**src/rtl/bpt_pkg.sv**
```systemverilog
package bpt_pkg;
  typedef enum logic [1:0] {
    PH_IDLE  = 2'd0,
    PH_LOW   = 2'd1,
    PH_HIGH  = 2'd2,
    PH_LATCH = 2'd3
  } phase_e;

  localparam int unsigned NUM_PLANES = 8;
endpackage

```
**src/rtl/bpt_capture.sv**
```systemverilog
// Byte bank plus bit-plane selection (the transpose is pure wiring).
module bpt_capture #(
  parameter int unsigned LINES = 16
) (
  input  logic               clk_i,
  input  logic               rst_ni,
  input  logic               load_i,
  input  logic [8*LINES-1:0] data_i,
  input  logic [2:0]         plane_i,
  output logic [LINES-1:0]   plane_word_o
);
  logic [8*LINES-1:0] bank_q;

  always_ff @(posedge clk_i or negedge rst_ni) begin
    if (!rst_ni)     bank_q <= '0;
    else if (load_i) bank_q <= data_i;
  end

  for (genvar k = 0; k < LINES; k++) begin : g_line
    logic [7:0] byte_k;
    assign byte_k          = bank_q[8*k +: 8];
    assign plane_word_o[k] = byte_k[plane_i];
  end

  // bank only moves on an accepted handshake
  a_r3_bank_hold: assert property (@(posedge clk_i) disable iff (!rst_ni)
    !load_i |=> $stable(bank_q));
endmodule

```
**src/rtl/bpt_timer.sv**
```systemverilog
// Phase-length counter: every non-idle phase lasts DIV cycles.
module bpt_timer #(
  parameter int unsigned DIV = 2
) (
  input  logic clk_i,
  input  logic rst_ni,
  input  logic run_i,
  output logic tick_o
);
  localparam int unsigned CW = (DIV > 1) ? $clog2(DIV) : 1;
  localparam logic [CW-1:0] LAST = CW'(DIV - 1);

  logic [CW-1:0] cnt_q;

  assign tick_o = run_i && (cnt_q == LAST);

  always_ff @(posedge clk_i or negedge rst_ni) begin
    if (!rst_ni)                cnt_q <= '0;
    else if (!run_i || tick_o)  cnt_q <= '0;
    else                        cnt_q <= cnt_q + 1'b1;
  end

  a_r5_cnt_range: assert property (@(posedge clk_i) disable iff (!rst_ni)
    cnt_q <= LAST);
endmodule

```
**src/rtl/bpt_seq.sv**
```systemverilog
// Plane/bit sequencer driving the three chain wires.
module bpt_seq
  import bpt_pkg::*;
#(
  parameter int unsigned LINES    = 16,
  parameter int unsigned SLOT_CYC = 625
) (
  input  logic             clk_i,
  input  logic             rst_ni,
  input  logic             start_i,
  input  logic             tick_i,
  input  logic [LINES-1:0] plane_word_i,
  output logic [2:0]       plane_o,
  output logic             run_o,
  output logic             idle_o,
  output logic             sdata_o,
  output logic             sclk_o,
  output logic             latch_o
);
  localparam int unsigned IW = (LINES > 1) ? $clog2(LINES) : 1;
  localparam int unsigned BW = $clog2(SLOT_CYC + 1) + 1;
  localparam logic [IW-1:0] TOP_BIT = IW'(LINES - 1);

  phase_e        ph_q;
  logic [IW-1:0] bit_q;
  logic [2:0]    plane_q;
  logic [BW-1:0] burst_q;

  always_ff @(posedge clk_i or negedge rst_ni) begin
    if (!rst_ni) begin
      ph_q    <= PH_IDLE;
      bit_q   <= '0;
      plane_q <= '0;
    end else begin
      unique case (ph_q)
        PH_IDLE: if (start_i) begin
          ph_q    <= PH_LOW;
          plane_q <= '0;
          bit_q   <= TOP_BIT;
        end
        PH_LOW: if (tick_i) ph_q <= PH_HIGH;
        PH_HIGH: if (tick_i) begin
          if (bit_q == '0) ph_q <= PH_LATCH;
          else begin
            bit_q <= bit_q - 1'b1;
            ph_q  <= PH_LOW;
          end
        end
        PH_LATCH: if (tick_i) begin
          if (plane_q == 3'(NUM_PLANES - 1)) ph_q <= PH_IDLE;
          else begin
            plane_q <= plane_q + 1'b1;
            bit_q   <= TOP_BIT;
            ph_q    <= PH_LOW;
          end
        end
        default: ph_q <= PH_IDLE;
      endcase
    end
  end

  // cycles spent on the current plane
  always_ff @(posedge clk_i or negedge rst_ni) begin
    if (!rst_ni)                              burst_q <= '0;
    else if (ph_q == PH_IDLE)                 burst_q <= '0;
    else if (ph_q == PH_LATCH && tick_i)      burst_q <= '0;
    else                                      burst_q <= burst_q + 1'b1;
  end

  assign plane_o = plane_q;
  assign run_o   = (ph_q != PH_IDLE);
  assign idle_o  = (ph_q == PH_IDLE);
  assign sclk_o  = (ph_q == PH_HIGH);
  assign latch_o = (ph_q == PH_LATCH);
  assign sdata_o = (ph_q == PH_LOW || ph_q == PH_HIGH) ? plane_word_i[bit_q] : 1'b0;

  a_r8_slot_fit: assert property (@(posedge clk_i) disable iff (!rst_ni)
    run_o |-> (burst_q < BW'(SLOT_CYC)));

  a_r5_data_hold: assert property (@(posedge clk_i) disable iff (!rst_ni)
    sclk_o |-> $stable(sdata_o));

  a_r9_quiet_idle: assert property (@(posedge clk_i) disable iff (!rst_ni)
    (idle_o && $past(idle_o)) |-> (!sdata_o && !sclk_o && !latch_o));
endmodule

```
**src/rtl/bitplane_shiftout.sv**
```systemverilog
module bitplane_shiftout #(
  parameter int unsigned LINES    = 16,
  parameter int unsigned DIV      = 2,
  parameter int unsigned SLOT_CYC = 625
) (
  input  logic               clk_i,
  input  logic               rst_ni,
  input  logic               in_valid_i,
  output logic               in_ready_o,
  input  logic [8*LINES-1:0] in_data_i,
  output logic               sdata_o,
  output logic               sclk_o,
  output logic               latch_o
);
  logic             load;
  logic             tick;
  logic             run;
  logic             idle;
  logic [2:0]       plane;
  logic [LINES-1:0] plane_word;

  assign in_ready_o = idle;
  assign load       = in_valid_i && idle;

  bpt_capture #(.LINES(LINES)) u_capture (
    .clk_i        (clk_i),
    .rst_ni       (rst_ni),
    .load_i       (load),
    .data_i       (in_data_i),
    .plane_i      (plane),
    .plane_word_o (plane_word)
  );

  bpt_timer #(.DIV(DIV)) u_timer (
    .clk_i  (clk_i),
    .rst_ni (rst_ni),
    .run_i  (run),
    .tick_o (tick)
  );

  bpt_seq #(.LINES(LINES), .SLOT_CYC(SLOT_CYC)) u_seq (
    .clk_i        (clk_i),
    .rst_ni       (rst_ni),
    .start_i      (load),
    .tick_i       (tick),
    .plane_word_i (plane_word),
    .plane_o      (plane),
    .run_o        (run),
    .idle_o       (idle),
    .sdata_o      (sdata_o),
    .sclk_o       (sclk_o),
    .latch_o      (latch_o)
  );

  // latch pulses seen in the current frame
  logic       latch_d_q;
  logic       ready_d_q;
  logic [3:0] lat_cnt_q;

  always_ff @(posedge clk_i or negedge rst_ni) begin
    if (!rst_ni) begin
      latch_d_q <= 1'b0;
      ready_d_q <= 1'b1;
      lat_cnt_q <= '0;
    end else begin
      latch_d_q <= latch_o;
      ready_d_q <= in_ready_o;
      if (load)                        lat_cnt_q <= '0;
      else if (latch_o && !latch_d_q)  lat_cnt_q <= lat_cnt_q + 1'b1;
    end
  end

  a_r2_busy_after_accept: assert property (@(posedge clk_i) disable iff (!rst_ni)
    (in_valid_i && in_ready_o) |=> !in_ready_o);

  a_r6_no_overlap: assert property (@(posedge clk_i) disable iff (!rst_ni)
    !(sclk_o && latch_o));

  a_r6_eight_latches: assert property (@(posedge clk_i) disable iff (!rst_ni)
    (in_ready_o && !ready_d_q) |-> (lat_cnt_q == 4'd8));
endmodule

```
**config.mk**
```make
export PLATFORM = sky130hd
export DESIGN_NAME = bitplane_shiftout
export DESIGN_NICKNAME = d
export VERILOG_FILES = /design/src/rtl/bpt_pkg.sv /design/src/rtl/bpt_capture.sv /design/src/rtl/bpt_timer.sv /design/src/rtl/bpt_seq.sv /design/src/rtl/bitplane_shiftout.sv
export SDC_FILE = /design/constraint.sdc
export NUM_CORES = 1
export LEC_CHECK = 0
export CAP_MARGIN = 10
export CORE_ASPECT_RATIO = 1.25
export CORE_MARGIN = 2
export CORE_UTILIZATION = 28
export DETAILED_ROUTE_END_ITERATION = 8
export SLEW_MARGIN = 40
export SYNTH_ARGS = -nofsm -noshare
export SYNTH_HDL_FRONTEND = slang
export SYNTH_SLANG_ARGS = --single-unit
export TNS_END_PERCENT = 5
```
**constraint.sdc**
```tcl
create_clock -name clk_i -period 3.1 [get_ports clk_i]
set_input_delay 0.775 -clock clk_i [delete_from_list [all_inputs] [get_ports clk_i]]
set_output_delay 0.775 -clock clk_i [all_outputs]
set_load 0.02 [all_outputs]
```
==> results of run 1 <==
[power by group]
part / internal, mW / switching (mW) / total, mW
clock: 1.29 / 0.800 / 2.09
combinational: 0.146 / 0.0674 / 0.214
sequential: 1.80 / 0 / 1.80
total: 3.24 / 0.868 / 4.11
[how the worst max path moves through the flow]
stage / start / cells after the start / slack (ns) / endpoint
final: u_seq.plane_o[0] / 8 / -0.41 / sdata_o
after floorplan: u_seq.plane_o[0] / 7 / 0.22 / sdata_o
after global routing: u_seq.plane_o[0] / 8 / -0.51 / sdata_o
after detailed placement: u_seq.plane_o[0] / 8 / -0.44 / sdata_o
after global placement: u_seq.plane_o[0] / 8 / -0.40 / sdata_o
after CTS: u_seq.plane_o[0] / 8 / -0.42 / sdata_o
[through the flow]
step / setup WS (ns) / power (mW) / hold slack (ns)
floorplan: 0.215 / 1.84 / 0.398
global placement: -0.402 / 2.05 / 0.413
detailed placement: -0.438 / 2.05 / 0.416
CTS: -0.424 / 4.18 / 0.416
global route: -0.510 / 4.28 / 0.430
finish: -0.407 / 4.11 / 0.375
[repair_timing]
action	CTS	global route
hold endpoints to repair	0	0
buffers inserted	2	0
resized for setup	5	1
setup endpoints to repair	1	1
pin swaps	1	0
[metal layers]
layer / part of all wire / up-vias
li1: - / 1946
met1: 0.42 / 2155
met2: 0.52 / 96
met3: 0.036 / 17
met4: 0.016 / 0
met5: 0 / -
[cells by family after synthesis]
kind of cell	Yosys count	share of synthesized area
DFF	138	0.536
buffers and inverters	33	0.0233
and+or+nand+nor	41	0.0315
adders and majority gates	7	0.0136
AOI/OAI and AO/OA	35	0.0402
muxes	178	0.355
[registers in the layout, indices dropped and copies added, names as in the netlist]
name,count
u_capture.bank_q,128
u_seq.bit_q,4
u_seq.plane_o,3
u_seq.ph_q,2
u_timer.cnt_q,1
[cell type report]
cell class / count / share of cell area
clock buffers: 19 / 0.0495
clock inverters: 13 / 0.0190
inverters: 8 / 0.00336
multi-input cells: 261 / 0.318
flip-flops and latches: 138 / 0.386
well taps: 288 / 0.0403
repair buffers: 169 / 0.184
[cells in the final DEF (no fill, tap or decap), drive strengths merged, types with 7 or more instances in the layout]
| cell type | instances |
|---|---|
| nor2 | 9 |
| clkbuf | 19 |
| clkdlybuf4s50 | 132 |
| mux2 | 132 |
| mux4 | 25 |
| inv | 8 |
| buf | 37 |
| dfrtp | 138 |
| ha | 7 |
| mux2i | 21 |
| nand2 | 10 |
==> results.py, run 1 <==
metrics = {
    "sta": {
        "final.setup.tns_ns": -0.407,
        "fin_skew_ns": 0.00569,
        "drv_slew": 0,
        "report.final.setup_viol": 1,
        "fmax_mhz": 285,
        "setup_slack_ns": -0.407,
        "final_min_period_over_clock_period": 1.13,
        "worst_slew_margin_rel": 0.509,
        "rsz0062_at_grt": "true",
        "period_needed_ns": 3.51,
        "hold_viol_final": 0,
        "tightest_slew_ns": 0.736,
    },
    "logic_synthesis": {
        "ys_types": 38,
        "async_flop_share": 1.00,
        "yosys.area.top_type_share": 0.536,
        "post-synth-top-area-cell": "sky130_fd_sc_hd__dfrtp_1",
        "synth-seq-cells": 138,
        "postSynthAreaPerCell_um2": 14.9,
        "synthTopCellsByCount": "138 x sky130_fd_sc_hd__dfrtp_1, 132 x sky130_fd_sc_hd__mux2_2, 21 x sky130_fd_sc_hd__mux2i_1, 18 x sky130_fd_sc_hd__mux4_2, 15 x sky130_fd_sc_hd__clkbuf_1",
        "synth_sequential_area_ratio": 0.536,
        "synthesized_instance_count": 432,
        "synth_top_flop_cell": "sky130_fd_sc_hd__dfrtp_1",
        "combined_area_of_all_synthesized_cells_um2": 6440,
        "synth.net_count": 570,
        "yosys.cell_count.top_type": "sky130_fd_sc_hd__dfrtp_1",
        "count_of_flip_flops_with_a_built_in_enable_after_synthesis": 0,
        "yosysWarningCount": 0,
        "synth.top_cells.by_area": "sky130_fd_sc_hd__dfrtp_1 54%, sky130_fd_sc_hd__mux2_2 23%, sky130_fd_sc_hd__mux4_2 6.3%, sky130_fd_sc_hd__mux2i_1 3.3%, sky130_fd_sc_hd__mux4_1 2.9%",
    },
    "clock_tree": {
        "h-tree-depth": 4,
        "cts-buffers-inserted": 17,
        "cts_max_path_buffers": 2,
        "post_cts_hold_buffer_count": 0,
        "tritoncts": "yes",
        "cts_root_buf": "sky130_fd_sc_hd__clkbuf_16",
        "cts_sinks": 138,
        "clkSlewWorstSetupHoldPaths_ns": 0.06,
        "insertion_delay_ns": 0.42,
    },
    "critical_path": {
        "critPathRequiredTime_ns": 2.32,
        "ff2ff_setup_slack_ns": 0.83,
        "worst-r2r-cell-count": 9,
        "cp_cell_sequence": "buf_4, mux4_2, mux4_2, nand2_1, a21oi_1, o41ai_2, nor2_1, buf_2",
        "critical_path.top_delay_family": "multiplexers",
        "critical_path.n_buffers_inverters": 2,
        "timing.critical_path.slowest_stage_cell": "sky130_fd_sc_hd__mux4_2",
        "startpoint_of_the_most_critical_register_to_register_path": "u_seq.plane_o[0]",
        "crit_top_cell": "sky130_fd_sc_hd__mux4_2",
        "critical_path.startpoint_type": "flop",
        "critPathMaxStageDelay_ns": 0.49,
        "worst_flop_to_flop_path_endpoint": "u_seq.plane_o[0]",
        "cp_max_fo": 5,
        "critical_path_class": "reg2out",
        "sort_of_element_at_the_end_of_the_critical_path": "primary output",
        "critPathArrivalTime_ns": 2.73,
    },
    "grt": {
        "grt_usage": 0.136,
        "grt_pass1_vias": 4661,
        "grt_util_met1": 0.165,
        "antenna_found_initial": 0,
        "met3_usage": 0.0326,
        "global_route.overflow_total": 0,
        "gr-usage-met2": 0.238,
        "grt_first_pass_wirelength_mm": 25.4,
        "pin_count_of_the_biggest_net_entering_global_routing": 79,
        "most_crowded_layer_after_global_routing": "met2",
    },
    "detailed_routing": {
        "route.antenna.remaining_nets": 0,
        "wire_per_inst_um": 17.7,
        "dr_total_vias": 4214,
        "drt-initial-drc-count": 125,
        "drt_pre_antenna_iters": 6,
        "routed_wirelength_mm": 15.8,
        "vias_per_cell": 4.70,
        "drcViolationCount": 0,
    },
    "status": {
        "violations": "setup timing",
        "result_of_the_run": "finished with violations",
    },
    "cells_and_area": {
        "final_util": 0.392,
        "num-fill-cells": 2192,
        "final_cell_area_um2": 8950,
        "seq_area_um2": 3460,
        "area_growth_syn_to_layout_pct": 39.0,
        "nNetsFinal": 733,
        "final_layout_size_suffix_gt1_frac": 0.368,
        "layout.cells.non_filler": 896,
        "multiInputGateArea_um2": 2840,
        "n_antenna_cell": 0,
    },
    "floorplan": {
        "die-width_um": 140,
        "design.die.area_um2": 24200,
        "core.rowCount": 62,
        "placeableCoreArea_um2": 22800,
        "initial_cell_density_of_the_core": 0.282,
        "die_h_um": 174,
        "ios": 135,
    },
    "place": {
        "placement.io_buffers": 134,
        "hpwlAfterDp_mm": 12.0,
        "placedCellCount": 862,
        "final_weighted_congestion_in_routability_driven_placement": 0.778,
        "placement.cell_area_um2": 8320,
    },
    "hold_path": {
        "worst_min_delay_path_category": "in2async",
    },
    "flow_run": {
        "cap_violations": 0,
    },
    "pwr": {
        "irDropWorstVdd_v": 0.000363,
        "leakage_nw": 4.31,
        "pwr_density_cell_nw_per_um2": 459,
    },
}
No activity file was read; power rests on OpenSTA's default activity.
==> run 2: changes to the inputs <==
--- a/config.mk
+++ b/config.mk
@@ -9,6 +9,7 @@
 export CORE_ASPECT_RATIO = 1.25
 export CORE_MARGIN = 2
 export CORE_UTILIZATION = 28
+export CTS_CLUSTER_DIAMETER = 150
 export DETAILED_ROUTE_END_ITERATION = 8
 export SLEW_MARGIN = 40
 export SYNTH_ARGS = -nofsm -noshare
==> constraint.sdc (replaced) <==
create_clock -name clk_i -period 3.1 [get_ports clk_i]
set_input_delay 0.775 -clock clk_i [delete_from_list [all_inputs] [get_ports clk_i]]
set_output_delay 0.775 -clock clk_i [all_outputs]
set_load 0.1 [all_outputs]
==> run 2 against run 1 <==
Against the previous run:
- the flow still finishes with violations (setup timing)
- power increased by 1.4%
- via count decreased by 0.43%
- worst hold slack got worse by 0.18 ns
- clock power increased by 2%
- die area unchanged
- first-iteration DRC count increased by 14%
==> results.py, run 2 (synthesized netlist as in run 1, its figures left out) <==
metrics = {
    "sta": {
        "fmax_mhz": 274,
        "final.setup.tns_ns": -0.546,
        "rsz0062_at_grt": "true",
        "setup_slack_ns": -0.546,
        "drv_slew": 0,
        "period_needed_ns": 3.65,
        "tightest_slew_ns": 0.664,
        "final_min_period_over_clock_period": 1.18,
        "fin_skew_ns": 0.00927,
        "report.final.setup_viol": 1,
        "hold_viol_final": 0,
        "whs_ns": 0.193,
        "worst_slew_margin_rel": 0.552,
    },
    "critical_path": {
        "critPathArrivalTime_ns": 2.87,
        "cp_cell_sequence": "buf_12, mux4_2, mux4_2, nand2_2, a21oi_2, o41ai_4, buf_4, nor2_4, buf_12",
        "startpoint_of_the_most_critical_register_to_register_path": "u_seq.plane_o[0]",
        "ff2ff_setup_slack_ns": 0.81,
        "critical_path.n_buffers_inverters": 3,
        "cp_max_fo": 4,
        "critical_path_class": "reg2out",
        "critical_path.startpoint_type": "flop",
        "critPathMaxStageDelay_ns": 0.50,
        "worst-r2r-cell-count": 9,
        "timing.critical_path.slowest_stage_cell": "sky130_fd_sc_hd__mux4_2",
        "critical_path.top_delay_family": "multiplexers",
        "sort_of_element_at_the_end_of_the_critical_path": "primary output",
        "worst_flop_to_flop_path_endpoint": "u_seq.plane_o[0]",
        "critPathRequiredTime_ns": 2.32,
    },
    "floorplan": {
        "design.die.area_um2": 24200,
        "die-width_um": 140,
        "placeableCoreArea_um2": 22800,
        "die_h_um": 174,
        "initial_cell_density_of_the_core": 0.282,
        "core.rowCount": 62,
        "ios": 135,
    },
    "pwr": {
        "leakage_nw": 4.34,
        "irDropWorstVdd_v": 0.000363,
        "pwr_density_cell_nw_per_um2": 461,
    },
    "cells_and_area": {
        "final_layout_size_suffix_gt1_frac": 0.376,
        "final_cell_mix": "136 x sky130_fd_sc_hd__dfrtp_1, 132 x sky130_fd_sc_hd__mux2_2, 129 x sky130_fd_sc_hd__clkdlybuf4s50_1",
        "area_growth_syn_to_layout_pct": 40.2,
        "layout.cells.non_filler": 889,
        "n_antenna_cell": 0,
        "layout_commonest_cell": "sky130_fd_sc_hd__dfrtp_1",
        "largest_register_ff_count": 128,
        "max_flop_register": "u_capture.bank_q",
        "num-fill-cells": 2161,
        "nNetsFinal": 726,
    },
    "clock_tree": {
        "insertion_delay_ns": 0.42,
        "cts_max_path_buffers": 2,
        "h-tree-depth": 4,
        "cts_sinks": 138,
        "tritoncts": "yes",
        "cts_root_buf": "sky130_fd_sc_hd__clkbuf_16",
        "cts-buffers-inserted": 17,
        "clkSlewWorstSetupHoldPaths_ns": 0.06,
    },
    "status": {
        "violations": "setup timing",
        "result_of_the_run": "finished with violations",
    },
    "grt": {
        "grt_usage": 0.140,
        "global_route.overflow_total": 0,
        "pin_count_of_the_biggest_net_entering_global_routing": 78,
        "antenna_found_initial": 0,
        "grt_first_pass_wirelength_mm": 26.1,
        "grt_pass1_vias": 4774,
    },
    "detailed_routing": {
        "routed_wirelength_mm": 16.3,
        "drcViolationCount": 0,
        "dr_total_vias": 4196,
        "drt_pre_antenna_iters": 4,
        "wire_per_inst_um": 18.3,
        "route.antenna.remaining_nets": 0,
        "drt-initial-drc-count": 142,
        "vias_per_cell": 4.72,
    },
    "place": {
        "hpwlAfterDp_mm": 12.0,
        "placedCellCount": 853,
        "final_weighted_congestion_in_routability_driven_placement": 0.814,
        "placement.io_buffers": 134,
    },
    "hold_path": {
        "worst_min_delay_path_category": "in2async",
    },
    "flow_run": {
        "cap_violations": 0,
    },
}
run 2: stage by stage:
stage,setup slack (ns),instance area (um^2),total power [mW],utilization
after floorplan,0.0450,6450,1.84,-
after global placement,-0.0878,8300,2.05,0.364
after detailed placement,-0.0834,8300,2.05,0.364
after CTS,-0.557,8980,4.22,0.394
after global routing,-0.630,9030,4.32,0.396
final,-0.546,9030,4.16,0.396
run 2: repair_timing:
item | in CTS | in global routing
pin swaps | 3 | 1
resized for setup | 4 | 4
setup endpoints to repair | 1 | 1
buffers inserted | 3 | 0
hold buffers | 0 | 0
run 2: routing by layer:
metal | routed length, um | global-route usage | vias to the layer above | share of wire
met3 | 710 | 0.0365 | 22 | 0.044
met2 | 8690 | 0.246 | 104 | 0.53
li1 | - | - | 1932 | -
met5 | 0 | 0 | - | 0
met4 | 299 | 0.0488 | 0 | 0.018
met1 | 6570 | 0.165 | 2138 | 0.40
run 2: worst max-delay path by stage:
stage / from / endpoint / slack [ns] / depth (start not counted)
floorplan: u_seq.plane_o[0] / sdata_o / 0.04 / 7
global placement: u_seq.plane_o[0] / sdata_o / -0.09 / 9
detailed placement: u_seq.plane_o[0] / sdata_o / -0.08 / 9
CTS: u_seq.plane_o[0] / sdata_o / -0.56 / 9
global route: u_seq.plane_o[0] / sdata_o / -0.63 / 9
finish: u_seq.plane_o[0] / sdata_o / -0.55 / 9
run 2: final cells by class:
| class | instances | area, um^2 | share of cell area |
|---|---|---|---|
| timing repair buffer | 162 | 1670 | 0.185 |
| clock inverter | 10 | 139 | 0.0154 |
| inverter | 8 | 30.0 | 0.00333 |
| sequential | 138 | 3460 | 0.383 |
| multi-input combinational | 261 | 2880 | 0.319 |
| clock buffer | 22 | 494 | 0.0547 |
| tap | 288 | 360 | 0.0399 |
run 2: power breakdown:
group          internal, mW  total (mW)  switching [mW]
Combinational         0.151       0.220          0.0688
Sequential             1.80        1.80               0
Clock                  1.37        2.14           0.771
